==> config.mk <==
export PLATFORM = sky130hd
export DESIGN_NAME = regbank_responder
export DESIGN_NICKNAME = d
export VERILOG_FILES = /design/src/rtl/regbank_pkg.sv /design/src/rtl/regbank_addr_decode.sv /design/src/rtl/regbank_storage.sv /design/src/rtl/regbank_read_pipe.sv /design/src/rtl/regbank_order_ctl.sv /design/src/rtl/regbank_responder.sv
export SDC_FILE = /design/constraint.sdc
export NUM_CORES = 1
export LEC_CHECK = 0
export ABC_AREA = 1
export BUFFER_PORTS_ARGS = -buffer_cell sky130_fd_sc_hd__buf_2
export CORE_MARGIN = 3
export CORE_UTILIZATION = 40
export CTS_CLUSTER_DIAMETER = 60
export CTS_CLUSTER_SIZE = 30
export DETAILED_ROUTE_END_ITERATION = 6
export GPL_TIMING_DRIVEN = 1
export PLACE_DENSITY = 0.61
export SKIP_LAST_GASP = 1
export SYNTH_ARGS = -nofsm -noshare
export SYNTH_HDL_FRONTEND = slang
export SYNTH_SLANG_ARGS = --single-unit
==> constraint.sdc <==
create_clock -name clk -period 7.8 [get_ports clk]
set_clock_uncertainty 0.05 [all_clocks]
set_input_delay 1.56 -clock clk [delete_from_list [all_inputs] [get_ports clk]]
set_output_delay 1.56 -clock clk [all_outputs]
set_load 0.02 [all_outputs]
==> src/rtl/regbank_pkg.sv <==
package regbank_pkg;

  // Kind of request presented in the current cycle.
  typedef enum logic [1:0] {
    REQ_IDLE  = 2'd0,
    REQ_READ  = 2'd1,
    REQ_WRITE = 2'd2
  } req_kind_e;

  // Control part of one read-pipeline stage.
  typedef struct packed {
    logic vld;
    logic err;
  } rsp_meta_t;

endpackage

==> src/rtl/regbank_addr_decode.sv <==
module regbank_addr_decode #(
  parameter int ADDR_W   = 8,
  parameter int NUM_REGS = 8,
  localparam int IDX_W   = $clog2(NUM_REGS)
) (
  input  logic [ADDR_W-1:0] addr,
  output logic              hit,
  output logic [IDX_W-1:0]  idx
);

  localparam int WORD_W = ADDR_W - 2;

  logic [WORD_W-1:0] word;
  logic              aligned;
  logic              in_range;

  assign word     = addr[ADDR_W-1:2];
  assign aligned  = (addr[1:0] == 2'b00);
  assign in_range = (32'(word) < NUM_REGS);
  assign hit      = aligned && in_range;
  assign idx      = word[IDX_W-1:0];

endmodule

==> src/rtl/regbank_storage.sv <==
module regbank_storage #(
  parameter int DATA_W   = 32,
  parameter int NUM_REGS = 8,
  localparam int IDX_W   = $clog2(NUM_REGS)
) (
  input  logic              clk,
  input  logic              rst,
  input  logic              wr_en,
  input  logic [IDX_W-1:0]  wr_idx,
  input  logic [DATA_W-1:0] wr_data,
  input  logic              rd_en,
  input  logic [IDX_W-1:0]  rd_idx,
  output logic [DATA_W-1:0] rd_data
);

  logic [DATA_W-1:0] regs [NUM_REGS];

  for (genvar g = 0; g < NUM_REGS; g++) begin : g_reg
    always_ff @(posedge clk) begin
      if (rst) begin
        regs[g] <= '0;
      end else if (wr_en && (wr_idx == IDX_W'(g))) begin
        regs[g] <= wr_data;
      end
    end
  end

  // Mux written as a loop so an out-of-range index reads zero.
  always_comb begin
    rd_data = '0;
    for (int i = 0; i < NUM_REGS; i++) begin
      if (rd_en && (rd_idx == IDX_W'(i))) begin
        rd_data = regs[i];
      end
    end
  end

endmodule

==> src/rtl/regbank_read_pipe.sv <==
module regbank_read_pipe
  import regbank_pkg::*;
#(
  parameter int DATA_W = 32,
  parameter int LAT    = 2
) (
  input  logic              clk,
  input  logic              rst,
  input  logic              in_vld,
  input  logic              in_err,
  input  logic [DATA_W-1:0] in_data,
  output logic              out_vld,
  output logic              out_err,
  output logic [DATA_W-1:0] out_data
);

  rsp_meta_t         meta [LAT];
  logic [DATA_W-1:0] data [LAT];

  for (genvar g = 0; g < LAT; g++) begin : g_stage
    if (g == 0) begin : g_first
      always_ff @(posedge clk) begin
        if (rst) begin
          meta[0] <= '0;
          data[0] <= '0;
        end else begin
          meta[0].vld <= in_vld;
          meta[0].err <= in_vld && in_err;
          data[0]     <= (in_vld && !in_err) ? in_data : '0;
        end
      end
    end else begin : g_next
      always_ff @(posedge clk) begin
        if (rst) begin
          meta[g] <= '0;
          data[g] <= '0;
        end else begin
          meta[g] <= meta[g-1];
          data[g] <= data[g-1];
        end
      end
    end
  end

  assign out_vld  = meta[LAT-1].vld;
  assign out_err  = meta[LAT-1].err;
  assign out_data = data[LAT-1];

endmodule

==> src/rtl/regbank_order_ctl.sv <==
module regbank_order_ctl #(
  parameter int MAX_OUT = 3,
  localparam int CNT_W  = $clog2(MAX_OUT + 1)
) (
  input  logic clk,
  input  logic rst,
  input  logic rd_accept,
  input  logic rd_retire,
  input  logic wr_req,
  output logic wr_stall
);

  logic [CNT_W-1:0] pending;

  always_ff @(posedge clk) begin
    if (rst) begin
      pending <= '0;
    end else begin
      case ({rd_accept, rd_retire})
        2'b10:   pending <= pending + 1'b1;
        2'b01:   pending <= pending - 1'b1;
        default: pending <= pending;
      endcase
    end
  end

  assign wr_stall = wr_req && (pending != '0);

endmodule

==> src/rtl/regbank_responder.sv <==
module regbank_responder
  import regbank_pkg::*;
#(
  parameter int DATA_W   = 32,
  parameter int ADDR_W   = 8,
  parameter int NUM_REGS = 8,
  parameter int RD_LAT   = 2
) (
  input  logic              clk,
  input  logic              rst,
  input  logic              req_valid,
  input  logic              req_write,
  input  logic [ADDR_W-1:0] req_addr,
  input  logic [DATA_W-1:0] req_wdata,
  output logic              wr_stall,
  output logic              rd_ack,
  output logic              rd_err,
  output logic [DATA_W-1:0] rd_data,
  output logic              wr_ack,
  output logic              wr_err
);

  localparam int IDX_W = $clog2(NUM_REGS);

  req_kind_e         kind;
  logic              hit;
  logic [IDX_W-1:0]  idx;
  logic              wr_fire;
  logic              rd_fire;
  logic [DATA_W-1:0] lookup;

  always_comb begin
    if (!req_valid)     kind = REQ_IDLE;
    else if (req_write) kind = REQ_WRITE;
    else                kind = REQ_READ;
  end

  regbank_addr_decode #(
    .ADDR_W  (ADDR_W),
    .NUM_REGS(NUM_REGS)
  ) u_decode (
    .addr(req_addr),
    .hit (hit),
    .idx (idx)
  );

  regbank_order_ctl #(
    .MAX_OUT(RD_LAT + 1)
  ) u_order (
    .clk      (clk),
    .rst      (rst),
    .rd_accept(rd_fire),
    .rd_retire(rd_ack),
    .wr_req   (kind == REQ_WRITE),
    .wr_stall (wr_stall)
  );

  assign rd_fire = (kind == REQ_READ);
  assign wr_fire = (kind == REQ_WRITE) && !wr_stall;

  regbank_storage #(
    .DATA_W  (DATA_W),
    .NUM_REGS(NUM_REGS)
  ) u_store (
    .clk    (clk),
    .rst    (rst),
    .wr_en  (wr_fire && hit),
    .wr_idx (idx),
    .wr_data(req_wdata),
    .rd_en  (rd_fire && hit),
    .rd_idx (idx),
    .rd_data(lookup)
  );

  regbank_read_pipe #(
    .DATA_W(DATA_W),
    .LAT   (RD_LAT)
  ) u_rpipe (
    .clk     (clk),
    .rst     (rst),
    .in_vld  (rd_fire),
    .in_err  (!hit),
    .in_data (lookup),
    .out_vld (rd_ack),
    .out_err (rd_err),
    .out_data(rd_data)
  );

  always_ff @(posedge clk) begin
    if (rst) begin
      wr_ack <= 1'b0;
      wr_err <= 1'b0;
    end else begin
      wr_ack <= wr_fire;
      wr_err <= wr_fire && !hit;
    end
  end

endmodule

Word level (Yosys, flattened, before mapping)

Memory sizes are Yosys's and may differ from the RTL's.
Cells that the tools add are included.

Flip-flop bits (word level): 4
Bits in writable memories: 324
Latch bits: 0
Bits in read-only memories: 0
Memories kept: 3
Output and inout port bits: 37

Memory list:

| memory       | words | bits a word | rd ports | clocked after Yosys merged registers in | write ports | line                    | source |
|---|---|---|---|---|---|---|---|
| u_store.regs | 8     | 32          | 8        | 0                                       | 8           | regbank_storage.sv:16   | `logic [DATA_W-1:0] regs [NUM_REGS];` |
| u_rpipe.data | 2     | 32          | 2        | 0                                       | 2           | regbank_read_pipe.sv:18 | `logic [DATA_W-1:0] data [LAT];` |
| u_rpipe.meta | 2     | 2           | 2        | 0                                       | 2           | regbank_read_pipe.sv:17 | `rsp_meta_t meta [LAT];` |

Shift-type cells: 0
Divide/modulo/power cells: 0
Magnitude comparators: 1
Add/subtract/negate cells: 2
Bitwise operators: 13
Mux-type cells: 52
Equal/unequal tests: 11
Reduce and logical (&&, ||, !) cells: 29
$mul: 0

Operators by type and width:

| cell                                                                  | count |
|---|---|
| 32-bit two-way mux                                                    | 19 |
| 1-bit two-way mux                                                     | 29 |
| 1-bit logical AND                                                     | 23 |
| 1-bit OR                                                              | 13 |
| 3-bit equality test, second input constant                            | 4 |
| 3-bit by 2-bit equality test with 1-bit output, second input constant | 2 |
| 6-bit by 4-bit < comparator with 1-bit output, second input constant  | 1 |
| 2-bit two-way mux                                                     | 3 |
| 2-bit by 1-bit equality test with 1-bit output, second input constant | 2 |
| 2-bit equality test, second input constant                            | 2 |
| 2-bit case mux with 2 select lines                                    | 1 |
| 2-bit nonzero test                                                    | 2 |
| 3-bit by 1-bit equality test with 1-bit output, second input constant | 1 |
| 3-bit zero test                                                       | 1 |
| 2-bit by 1-bit adder with 2-bit output, second input constant         | 1 |
| 1-bit zero test                                                       | 2 |
| 2-bit zero test                                                       | 1 |
| 2-bit by 1-bit subtractor with 2-bit output, second input constant    | 1 |

Longest topological paths before layout

Depth after elaboration: 15
Gate-level depth with buffers: 14
Depth with buffers taken out: 13

By module

A second synthesis with hierarchy kept.

Cells, all modules: 1,308
Area, all modules: 13,292.7 um^2

By module, submodules not included:

| module              | cells an instance | sequential area each (um^2) | instances | area an instance (um^2) |
|---|---|---|---|---|
| regbank_storage     | 1,051             | 7,687.4                     | 1         | 11,000.6 |
| regbank_read_pipe   | 213               | 1,361.3                     | 1         | 2,029.4 |
| regbank_order_ctl   | 20                | 40.0                        | 1         | 125.1 |
| regbank_responder   | 14                | 40.0                        | 1         | 88.8 |
| regbank_addr_decode | 10                | 0.0                         | 1         | 48.8 |

Least setup slack after synthesis

Ideal clock, no wire load.

Path type: input port to flip-flop
From: input port req_addr[2]
To: memory u_store.regs[7][4] (netlist: u_store.regs[1][100]), enable pin
Stages: 6
Setup slack: 2.591 ns
Arrival time: 4.693 ns
Path through: buf_2 > inv_1 > nor3_1 > inv_1 > clkbuf_1 > o21ai_0

RTL lines:

| item        | line                    | source |
|---|---|---|
| from (decl) | regbank_responder.sv:13 | `input logic [ADDR_W-1:0] req_addr,` |
| to (decl)   | regbank_storage.sv:16   |  |

==> flow_summary.ini <==
[run_status]
outcome = complete, no violations

[yosys]
yosys.area.top_type = edfxtp_1
syn_avg_cell_area_um2 = 8.900
synth_area_um2 = 14740
synth_cells = 1656
yosysWarnings = 0
ys_seq_area_share_pct = 61.94
synth_top_area_share_pct = 52.16
syn-num-nets = 1701
synth_area_leaders = edfxtp_1, dfxtp_1, nand2_1, nor2_1, inv_1
synth-seq-cells = 328
yosysUniqueCellTypes = 27

[cts]
cts_root_buffer = clkbuf_16
cts_setup_buffers = 0
ctsHoldBuffers = 0
cts_made_buffers = 27
cts_tree = built
clkTransAtPathRegs_ps = 90
cts_sinks = 328
clk_latency_ps = 570
ctsResizeCount = 0
cts_max_path_buffers = 3
htreeDepth = 1

[worst_hold_path]
min_path_type = reg -> reg

[setup_path]
crit_arrival_ps = 4870
path_common_cell = buf_4
path_cells = buf_2 > nor2_2 > buf_4 > inv_2 > nor2_4 > buf_4 > nand2_1 > buf_4 > nand2_1 > inv_1 > a21oi_1
cpPeakStageDelay_ps = 650
critPathRequiredTime_ps = 8250
path_buf_inv = 6
critPathLaunchType = primary input
cp_slowest_cell = buf_4
endpoint_kind = flip-flop
worst-setup-path-type = in -> reg
r2r_slack_ps = 4580
critPathTopFamily = buffers and inverters
critPathMaxFanout = 67

[placement]
dp_cells = 2128
post_dp_cell_area_um2 = 15560
portBuffers = 80
place.gp.congestion = 0.7921
dpl.hpwl_um = 23640

[floorplanning]
coreArea_um2 = 35910
die_h_um = 198.0
die_width_um = 198.0
pin_count = 81
dieArea_um2 = 39180
initial_core_util_pct = 41.04
rows = 69

[power_and_ir_drop]
p_sw_share_pct = 23.72
clkPwrFrac_pct = 40.9
p_sw_mw = 0.8319
p_seq_share_pct = 55.2
p_comb_share_pct = 3.9
power_density_nw_per_um2 = 212.5
vdd_drop_max_mv = 0.1195
intPower_mw = 2.675
p_leak_nw = 7.294

[timing]
tightest_slew_ps = 1180
fin_tns_setup_ps = 0
holdWs_ps = 354.2
period_share_pct = 56.74
finalCriticalPeriod_ps = 4426
timing.fmax_ghz = 0.2260
timing.final.hold_violations = 0
rsz0062_at_grt = false
slew_headroom_pct = 21.25
report.final.slew_viol_count = 0
setup_violations = 0

[global_route]
grt_max_degree = 68
grt_overflow = 0
grt_pass1_vias = 10880
grt_pass1_wl_um = 61960
grt_usage_pct = 20.33
antenna_found_initial = 1

[flow_run]
maxCapViolCount = 0

[drt]
drc = 0
drt_pre_antenna_iters = 6
drtIter0Drc = 1017
ant_nets = 0
wire_per_inst_um = 18.13
wl_um = 39500
vias_per_cell = 5.065
via_count = 11030

[cells_and_area]
fin_util_pct = 45.95
drive_gt1_share_pct = 11.18
syn2layout_area_growth_pct = 11.98
diodes = 0
instances_no_fill = 2178
fin_nets = 1741
post-route-cell-area_um2 = 16500
==> cell type report <==
type	instances	area, um^2
clock buffers	28	700.7
repair buffers	111	633.1
well taps	461	576.8
multi-input cells	957	4205
flip-flops and latches	328	9129
inverters	271	1017
clock inverters	22	241.5
fillers	3461	19410
==> tightest hold or removal path, cell delays in order (launching register included) <==
cell and delay [ps]:
dfxtp_1 300, inv_1 40, nor2_1 30
==> stage by stage <==
step | power, mW | worst slack [ps]
global route | 3.620 | 3085
detailed placement | 2.112 | 2820
finish | 3.507 | 3374
floorplan | 2.047 | 2591
global placement | 2.109 | 2918
CTS | 3.534 | 3401
==> power groups by stage <==
stage / logic (mW) / registers (mW) / clock network, mW
after floorplan: 0.0723 / 1.98 / 0
after global placement: 0.134 / 1.97 / 0
after detailed placement: 0.136 / 1.98 / 0
after CTS: 0.136 / 1.94 / 1.46
after global routing: 0.148 / 1.94 / 1.53
final: 0.136 / 1.94 / 1.43
==> Yosys cell counts (all sizes together) <==
master	count
clkinv	1
edfxtp	256
nand4	32
nor3	8
dfxtp	72
o21ai	69
nor2	302
buf	36
nand3b	1
a21oi	35
ha	1
clkbuf	64
inv	270
nand3	170
or2	31
nand2	308
==> worst paths after layout <==
path | start | cells past startpoint | endpoint
worst min register to register | u_rpipe.data[0][30] | 2 | u_rpipe.data[1][30]
worst min-delay path | u_rpipe.data[0][30] | 2 | u_rpipe.data[1][30]
worst max register to register | u_order.pending[0] | 6 | u_store.regs[1][15]
worst max-delay path | req_write | 11 | u_rpipe.data[0][10]
==> sequential cells by signal, indices dropped and copies added (netlist names) <==
signal	cells
u_order.pending	2
u_rpipe.data	64
u_rpipe.meta	4
u_store.regs	256
wr_ack	1
wr_err	1
==> placed cells by master, fill, tap and decap left out, types with 4 or more instances in the layout <==
cell / n
a21oi_1: 35
buf_2: 80
buf_4: 31
clkbuf_16: 28
clkinv_4: 5
dfxtp_1: 72
edfxtp_1: 256
inv_1: 256
inv_2: 14
inv_6: 5
nand2_1: 306
nand3_1: 168
nand4_1: 32
nor2_1: 298
nor3_1: 4
nor3_4: 4
o21ai_0: 66
or2_0: 7
or2_1: 20
or2_2: 4
==> cell families (layout without fill, tap and decap cells) <==
group | Yosys count | count (layout) | share of synthesized area, %
AND/OR/NAND/NOR | 852 | 852 | 24.59
buffers and inverters | 371 | 432 | 9.856
flip-flops | 328 | 328 | 61.94
AO/OA/AOI/OAI | 104 | 104 | 3.532
adder cells (fa/ha/maj) | 1 | 1 | 0.08488
==> routing by layer <==
layer  GRT usage (%)  wire, um  vias up
met2           33.81     18370      392
met5               0         0        -
met3           2.842      2937       65
li1                -         -     5331
met4           5.111       882        0
met1           28.31     17310     5243
(Power assumes the default switching activity.)
